## src/rtl/fsp_pkg.sv

```systemverilog
package fsp_pkg;

  typedef enum logic [1:0] {
    OP_IDLE  = 2'd0,
    OP_PROG  = 2'd1,
    OP_ERASE = 2'd2,
    OP_SUSP  = 2'd3
  } opMode_e;

  // strobes from control to datapath
  typedef struct packed {
    logic togFlip;   // a read edge was seen this cycle
    logic togClear;  // operation start: reset toggle state
    logic errFlag;   // failure flag currently set
  } ctlStrobe_t;

endpackage

```

## src/rtl/fsp_wait_timer.sv

```systemverilog
module fsp_wait_timer #(
  parameter int WAIT = 16
) (
  input  logic clk,
  input  logic rstN,
  input  logic load,
  output logic idle
);
  localparam int CW = $clog2(WAIT + 1);
  localparam logic [CW-1:0] LOADV = CW'(WAIT);

  logic [CW-1:0] cnt;

  always_ff @(posedge clk) begin
    if (!rstN) begin
      cnt <= '0;
    end else if (load) begin
      cnt <= LOADV;
    end else if (cnt != '0) begin
      cnt <= cnt - 1'b1;
    end
  end

  assign idle = (cnt == '0);
endmodule

```

## src/rtl/fsp_ctrl.sv

```systemverilog
module fsp_ctrl
  import fsp_pkg::*;
#(
  parameter int BLK_W      = 2,
  parameter int ERASE_WAIT = 12500,
  parameter int RESET_WAIT = 1250
) (
  input  logic             clk,
  input  logic             rstN,
  input  opMode_e          mode,
  input  logic             opStart,
  input  logic             failEvt,
  input  logic [BLK_W-1:0] failBlk,
  input  logic             rdStrobe,
  input  logic             resetCmd,
  input  logic             eraseArm,
  output ctlStrobe_t       strobe,
  output logic [BLK_W-1:0] errBlk,
  output logic             timerIdle,
  output logic             readyIdle
);
  logic rdQ;
  logic errQ;
  logic [BLK_W-1:0] errBlkQ;
  logic abortLoad;

  always_ff @(posedge clk) begin
    if (!rstN) begin
      rdQ <= 1'b0;
    end else begin
      rdQ <= rdStrobe;
    end
  end

  // failure flag: set wins over any clear
  always_ff @(posedge clk) begin
    if (!rstN) begin
      errQ    <= 1'b0;
      errBlkQ <= '0;
    end else if (failEvt) begin
      errQ    <= 1'b1;
      errBlkQ <= failBlk;
    end else if (resetCmd || opStart) begin
      errQ <= 1'b0;
    end
  end

  assign abortLoad = resetCmd && ((mode == OP_ERASE) || (mode == OP_SUSP));

  fsp_wait_timer #(.WAIT(ERASE_WAIT)) i_eraseTimer (
    .clk  (clk),
    .rstN (rstN),
    .load (eraseArm),
    .idle (timerIdle)
  );

  fsp_wait_timer #(.WAIT(RESET_WAIT)) i_abortTimer (
    .clk  (clk),
    .rstN (rstN),
    .load (abortLoad),
    .idle (readyIdle)
  );

  always_comb begin
    strobe.togFlip  = rdStrobe && !rdQ;
    strobe.togClear = opStart;
    strobe.errFlag  = errQ;
  end

  assign errBlk = errBlkQ;
endmodule

```

## src/rtl/fsp_datapath.sv

```systemverilog
module fsp_datapath
  import fsp_pkg::*;
#(
  parameter int NUM_BLK = 4,
  parameter int BLK_W   = 2
) (
  input  logic               clk,
  input  logic               rstN,
  input  opMode_e            mode,
  input  logic [NUM_BLK-1:0] eraseMask,
  input  logic [BLK_W-1:0]   readBlk,
  input  logic               dataBit7,
  input  ctlStrobe_t         strobe,
  input  logic [BLK_W-1:0]   errBlk,
  output logic               statusSel,
  output logic               pollBit,
  output logic               toggleBit,
  output logic               blkToggleBit
);
  logic togQ;
  logic inSet;
  logic onErrBlk;

  always_ff @(posedge clk) begin
    if (!rstN) begin
      togQ <= 1'b0;
    end else if (strobe.togClear) begin
      togQ <= 1'b0;
    end else if (strobe.togFlip) begin
      togQ <= ~togQ;
    end
  end

  assign inSet    = eraseMask[readBlk];
  assign onErrBlk = (readBlk == errBlk);

  always_comb begin
    statusSel    = 1'b0;
    pollBit      = dataBit7;
    toggleBit    = 1'b0;
    blkToggleBit = 1'b0;
    unique case (mode)
      OP_IDLE: begin
        statusSel    = strobe.errFlag;
        toggleBit    = strobe.errFlag & togQ;
        blkToggleBit = strobe.errFlag & (onErrBlk ? togQ : 1'b1);
      end
      OP_PROG: begin
        statusSel    = 1'b1;
        pollBit      = ~dataBit7;
        toggleBit    = togQ;
        blkToggleBit = 1'b1;
      end
      OP_ERASE: begin
        statusSel    = 1'b1;
        pollBit      = 1'b0;
        toggleBit    = togQ;
        blkToggleBit = inSet ? togQ : 1'b1;
      end
      OP_SUSP: begin
        statusSel    = inSet;
        pollBit      = inSet | dataBit7;
        toggleBit    = inSet;
        blkToggleBit = inSet & togQ;
      end
      default: ;
    endcase
  end
endmodule

```

## src/rtl/flash_status_gen.sv

```systemverilog
module flash_status_gen
  import fsp_pkg::*;
#(
  parameter int NUM_BLK    = 4,
  parameter int ERASE_WAIT = 12500,
  parameter int RESET_WAIT = 1250,
  localparam int BLK_W     = (NUM_BLK > 1) ? $clog2(NUM_BLK) : 1
) (
  input  logic               clk,
  input  logic               rstN,
  input  logic [1:0]         opMode,
  input  logic               opStart,
  input  logic [NUM_BLK-1:0] eraseMask,
  input  logic [BLK_W-1:0]   readBlk,
  input  logic               dataBit7,
  input  logic               failEvt,
  input  logic [BLK_W-1:0]   failBlk,
  input  logic               rdStrobe,
  input  logic               resetCmd,
  input  logic               eraseArm,
  output logic               statusSel,
  output logic               pollBit,
  output logic               toggleBit,
  output logic               errBit,
  output logic               timerBit,
  output logic               blkToggleBit,
  output logic               arrayReady
);
  opMode_e          mode;
  ctlStrobe_t       strobe;
  logic [BLK_W-1:0] errBlk;

  assign mode = opMode_e'(opMode);

  fsp_ctrl #(
    .BLK_W      (BLK_W),
    .ERASE_WAIT (ERASE_WAIT),
    .RESET_WAIT (RESET_WAIT)
  ) i_ctrl (
    .clk       (clk),
    .rstN      (rstN),
    .mode      (mode),
    .opStart   (opStart),
    .failEvt   (failEvt),
    .failBlk   (failBlk),
    .rdStrobe  (rdStrobe),
    .resetCmd  (resetCmd),
    .eraseArm  (eraseArm),
    .strobe    (strobe),
    .errBlk    (errBlk),
    .timerIdle (timerBit),
    .readyIdle (arrayReady)
  );

  fsp_datapath #(
    .NUM_BLK (NUM_BLK),
    .BLK_W   (BLK_W)
  ) i_datapath (
    .clk          (clk),
    .rstN         (rstN),
    .mode         (mode),
    .eraseMask    (eraseMask),
    .readBlk      (readBlk),
    .dataBit7     (dataBit7),
    .strobe       (strobe),
    .errBlk       (errBlk),
    .statusSel    (statusSel),
    .pollBit      (pollBit),
    .toggleBit    (toggleBit),
    .blkToggleBit (blkToggleBit)
  );

  assign errBit = strobe.errFlag;
endmodule

```

## config.mk

```make
export PLATFORM = sky130hd
export DESIGN_NAME = flash_status_gen
export DESIGN_NICKNAME = d
export VERILOG_FILES = /design/src/rtl/fsp_pkg.sv /design/src/rtl/fsp_wait_timer.sv /design/src/rtl/fsp_ctrl.sv /design/src/rtl/fsp_datapath.sv /design/src/rtl/flash_status_gen.sv
export SDC_FILE = /design/constraint.sdc
export NUM_CORES = 1
export LEC_CHECK = 0
export BUFFER_PORTS_ARGS = -buffer_cell sky130_fd_sc_hd__buf_2
export CORE_ASPECT_RATIO = 1.75
export CORE_MARGIN = 3
export CORE_UTILIZATION = 45
export CTS_BUF_LIST = sky130_fd_sc_hd__clkbuf_4
export CTS_CLUSTER_SIZE = 24
export DETAILED_ROUTE_END_ITERATION = 7
export GPL_TIMING_DRIVEN = 0
export PLACE_DENSITY = 0.67
export SLEW_MARGIN = 30
export SYNTH_ARGS = -nofsm -noshare
export SYNTH_HDL_FRONTEND = slang
export SYNTH_SLANG_ARGS = --single-unit
```

## constraint.sdc

```tcl
create_clock -name clk -period 2.25 [get_ports clk]
set_input_delay 0.1125 -clock clk [delete_from_list [all_inputs] [get_ports clk]]
set_output_delay 0.1125 -clock clk [all_outputs]
set_load 0.02 [all_outputs]
```

======== Yosys cells after proc, flatten, opt, wreduce, memory -nomap -nowiden ========
Index checks and enable logic that the tools add are counted.
cells by class
  bitwise gates (word level) .............. 7
  eq/ne operators ......................... 4
  muxes and demuxes ....................... 14
  reduce and logical (&&, ||, !) cells .... 17
  magnitude comparators ................... 1
  $add $sub $neg .......................... 2
operator list
  cell                                                                  number
  14-bit 2-to-1 mux                                                     2
  11-bit 2-to-1 mux                                                     2
  14-bit zero test                                                      1
  14-bit nonzero test                                                   1
  14-bit by 1-bit subtractor with 14-bit output, second input constant  1
  11-bit zero test                                                      1
  11-bit nonzero test                                                   1
  11-bit by 1-bit subtractor with 11-bit output, second input constant  1
  1-bit case mux with 3 select lines                                    3
  2-bit OR reduction                                                    4
  2-bit nonzero test                                                    3
  1-bit 2-to-1 mux                                                      5
  2-bit == test, second input constant                                  2
  1-bit case mux with 4 select lines                                    1
  1-bit bitwise AND                                                     3
  2-bit by 3-bit < comparator with 1-bit output, second input constant  1
  1-bit NOT                                                             3
  1-bit binary-select mux with 2-bit select                             1
  2-bit by 1-bit == test with 1-bit output, second input constant       1
  2-bit == test                                                         1
  1-bit logical AND                                                     2
  2-bit zero test                                                       1
  1-bit logical OR                                                      2
  1-bit zero test                                                       1
  1-bit bitwise OR                                                      1
word-level totals
  logic and storage cells ................. 53
  bits in registers ....................... 30
  input bits .............................. 18
  output and inout port bits .............. 7

======== Logic depth before layout (Yosys ltp) ========
  depth in word-level cells ............... 4
  gate-level depth with buffers ........... 7
  mapped depth without buffers ............ 7

======== Hierarchy ========
From an unflattened synthesis, not the netlist that was laid out.
unflattened totals
  cell total of the unflattened synthesis .. 189
  area total of the unflattened synthesis .. 1716.6 um^2
by module, submodules not included
  module                                 area an instance (um^2)  cells an instance  instances  sequential area each (um^2)
  fsp_wait_timer at i_ctrl.i_eraseTimer  752.0                    85                 1          280.3
  fsp_wait_timer at i_ctrl.i_abortTimer  566.8                    60                 1          220.2
  fsp_datapath                           236.5                    29                 1          20.0
  fsp_ctrl                               161.4                    15                 1          80.1

======== Least setup slack after synthesis ========
Ideal clock, no wire load.
  path kind ............................... register to register
  start point ............................. register i_ctrl.i_eraseTimer.cnt[0]
  end point ............................... register i_ctrl.i_eraseTimer.cnt[6]
  library setup time ...................... 115 ps
  stages on the path, launching flop included .. 8
  path buffers ............................ 1
  data arrival time ....................... 1766 ps
  path slack .............................. 369 ps
  required time ........................... 2135 ps
  period minus slack after synthesis ...... 1881 ps
  cells stage by stage .................... dfxtp_1 inv_1 ha_1 or4b_1 nor4_4 buf_6 o21ai_1 o21a_1
on the way
  longest elaborated chain between the ends .. 3
  elaborated cells between the ends (all ways) .. 5
  classes of those cells .................. 1 x add/sub; 2 x mux; 2 x reduce/logical
ends and longest elaborated chain
  what                                           RTL line              RTL
  start, declared                                fsp_wait_timer.sv:12  logic [CW-1:0] cnt;
  start signal, assigned                         fsp_wait_timer.sv:20  cnt <= cnt - 1'b1;
  14-bit by 1-bit subtractor with 14-bit output  fsp_wait_timer.sv:20
  14-bit 2-to-1 mux                              fsp_wait_timer.sv:19  end else if (cnt != '0) begin
  14-bit 2-to-1 mux                              fsp_wait_timer.sv:17  end else if (load) begin
Several ways; a longest one is shown, not always the timed one. The select of a mux whose other input is x is not followed.
A chain may end at the register's enable or synchronous reset.

======== Worst setup path in the final report ========
  start point ............................. register i_ctrl.i_eraseTimer.cnt[0]
  end point ............................... output port timerBit
on the way
  longest elaborated chain between the ends .. 1
ends and longest elaborated chain
  what              RTL line                RTL
  14-bit zero test  fsp_wait_timer.sv:24    assign idle = (cnt == '0);
  end, declared     flash_status_gen.sv:25  output logic timerBit,
No other way between the ends.

==> flow_metrics.tcl <==
set metrics [dict create \
    regArea_um2 601 \
    clk_latency_ns 0.33 \
    layout_setup_ws_ns 0.103 \
    dp.cells 263 \
    drive_gt1_share_pct 20.9 \
    synthFlopType "dfxtp_1" \
    synth_fp_nets 219 \
    clkPwrFrac_pct 18.5 \
    ant_nets 0 \
    cp_data_required_time_ns 2.14 \
    postLayoutCellArea_um2 1940 \
    fin_nets 254 \
    swShare_pct 38.9 \
    combPwrFrac_pct 39.1 \
    p_leak_nw 0.809 \
    worstPathArrival_ns 2.03 \
    vdd_ir_drop_max_mv 0.659 \
    io_pins 25 \
    drv_slew 0 \
    die_h_um 86.5 \
    dr.first_iter.drc_count 17 \
    clock-sinks 30 \
    syn_area_per_cell_um2 8.59 \
    cts_max_path_buffers 2 \
    cp_num_buf_inv 3 \
    coreArea_um2 3470 \
    cp_slowest_cell "or4b_4" \
    maxCapViolations 0 \
    grt_max_degree 11 \
    synthXorXnorAreaFrac_pct 2.63 \
    cts-root-buf "clkbuf_4" \
    p_per_area_nw_per_um2 882 \
    dr.pass1.iters 4 \
    die_x_um 52.0 \
    wirelength_mm 3.55 \
    synth_top_family_by_area "simple AND/OR/NAND/NOR gates" \
    synth_cells 194 \
    std_cell_rows 28 \
    synth-seq-cells 30 \
    fin_crit_ns 2.15 \
    status "completed" \
    worst_slew_pin_slew_ns 0.614 \
    die_area_um2 4500 \
    fin_setup_tns_ns 0 \
    syn-cell-area_um2 1670 \
    fin_crit_sh_pct 95.4 \
    grt_usage_pct 18.3 \
    synth_compound_area_share_pct 17.3 \
    dpl_worst_slack_ns 0.232 \
    clk_pin_slew_ns 0.09 \
    dp_hpwl_mm 2.72 \
    via_per_inst 5.51 \
    area_delta_synth_final_pct 16.3 \
    cts.htree.levels 2 \
    vias 1514 \
    drc 0 \
    slowest_delay_ns 0.50 \
    diodes 0 \
    setup_viol 0 \
    worst_clock_skew_ns 0.0145 \
    antenna_found_initial 0 \
    gp_congestion 0.776 \
    p_seq_share_pct 42.5 \
    hold_viol 0 \
    hold_path_class "input pin to register" \
    worstSetupPathType "register to output pin" \
    crit_fanout 4 \
    initial_core_util_pct 48.1 \
    rsz0062_at_grt "false" \
    synth-edff-count 0 \
    critPathCaptureType "output pin" \
    place_area_um2 1840 \
    portBuffers 24 \
    hold-worst-slack_ns 0.0227 \
    grt_overflow 0 \
    fillers 333 \
    p_switching_w 0.000666 \
    max_freq_mhz 466 \
    synthArstFlopShare_pct 0 \
    synth-seq-area-share_pct 36.0 \
    stdcell_count 275 \
    synthAdderAreaFrac_pct 5.26 \
    synth_cell_types 48 \
    p_int_w 0.00104 \
    crit_chain "inv_2 > ha_1 > or4b_4 > nor4_4 > buf_6 > buf_2" \
    crit_family "simple AND/OR/NAND/NOR gates" \
    cts_tree "done" \
    grt_pass1_wl_mm 6.28 \
    slew_headroom_pct 58.7 \
    numCtsBuffers 5 \
    grt_pass1_vias 1450 \
    synthMuxAreaShare_pct 4.43 \
    start_kind "register" \
    route.detailed.wl_per_inst_um 12.9 \
    yosysWarnings 0 \
    synth-simple-area-share_pct 30.3 \
    multi_input_area_um2 1000 \
]
[cell usage in the layout, fill, tap and decap left out, drive strengths merged, types with 7 or more instances in the layout]
cell type,synthesis,final
a21oi,20,20
buf,3,29
clkbuf,1,7
dfxtp,30,30
ha,7,7
inv,12,12
nand2,13,13
nor2,19,19
nor3,7,7
o21ai,8,8
[path summary, 6_finish.rpt]
check	startpoint	endpoint	slack, ns	cells after the start
max	i_ctrl.i_eraseTimer.cnt[0]	timerBit	0.10	6
min	failBlk[1]	i_ctrl.errBlk[1]	0.02	3
max reg2reg	i_ctrl.i_eraseTimer.cnt[0]	i_ctrl.i_eraseTimer.cnt[6]	0.20	8
min reg2reg	i_ctrl.i_abortTimer.cnt[4]	i_ctrl.i_abortTimer.cnt[4]	0.47	2
[layout make-up]
| type | count | share of cell area [%] |
|---|---|---|
| timing repair buffer | 28 | 8.01 |
| sequential | 30 | 31.0 |
| clock buffer | 6 | 2.32 |
| multi-input combinational | 148 | 51.8 |
| inverter | 12 | 2.32 |
| tap | 45 | 2.91 |
| clock inverter | 2 | 0.452 |
| buffer | 4 | 1.16 |
[through the flow]
stage               total power (W)  utilization (%)
global placement            0.00139             53.1
CTS                         0.00172             55.6
floorplan                   0.00124                -
global route                0.00187             55.9
detailed placement          0.00140             53.1
finish                      0.00171             55.9
[tightest hold or removal path, stage by stage]
cell and delay [ns]:
buf_2 0.08, mux2i_1 0.06, nor2_1 0.07
[sequential cells by signal, indices dropped and copies added (netlist names)]
register and count:
i_ctrl.i_abortTimer.cnt 11, i_ctrl.i_eraseTimer.cnt 14, i_ctrl.rdQ 1, i_ctrl.errQ 1, i_ctrl.errBlk 2, i_datapath.togQ 1
[repair_timing]
item	4_1_cts	5_1_grt
endpoints found under the hold margin	2	0
endpoints found under the setup margin	1	2
hold buffers	2	0
gates resized for setup	1	3
buffers inserted	1	1
pin swaps	0	1
[cells in the mapped netlist, types with 3 or more instances]
cell type  number  share of area [%]
nand2_1        13                2.9
dfxtp_1        30                 36
o21ai_0         6                1.8
o31ai_1         5                2.3
or4b_1          3                1.8
or4_1           3                1.4
nand3_1         5                1.5
nand2b_1        5                1.9
or3_1           5                1.9
nand4_1         4                1.5
xor2_1          3                1.6
ha_1            7                5.3
nor2_1         19                4.3
mux2i_1         4                2.4
nor3_1          7                2.1
nor2b_1         5                1.9
inv_1          12                2.7
a21oi_1        20                6.0
[cell families after synthesis]
family / count (synthesis)
adder cells (fa/ha/maj): 7
XOR/XNOR: 5
AO/OA/AOI/OAI: 46
flip-flops: 30
multiplexers: 6
AND/OR/NAND/NOR: 84
buffers and inverters: 16
[routing by layer]
layer | track usage (%) | vias up | routed length, um
li1 | - | 784 | -
met1 | 20.2 | 697 | 1390
met2 | 32.4 | 24 | 1950
met3 | 4.30 | 9 | 136
met4 | 7.40 | 0 | 65
met5 | 0 | - | 0
[power groups by stage]
stage | clock network [W] | registers, W | logic [W]
floorplan | 0 | 0.000717 | 0.000520
global placement | 0 | 0.000734 | 0.000656
detailed placement | 0 | 0.000737 | 0.000658
CTS | 0.000328 | 0.000725 | 0.000670
global route | 0.000352 | 0.000748 | 0.000769
finish | 0.000316 | 0.000726 | 0.000668
(Power assumes the default switching activity.)
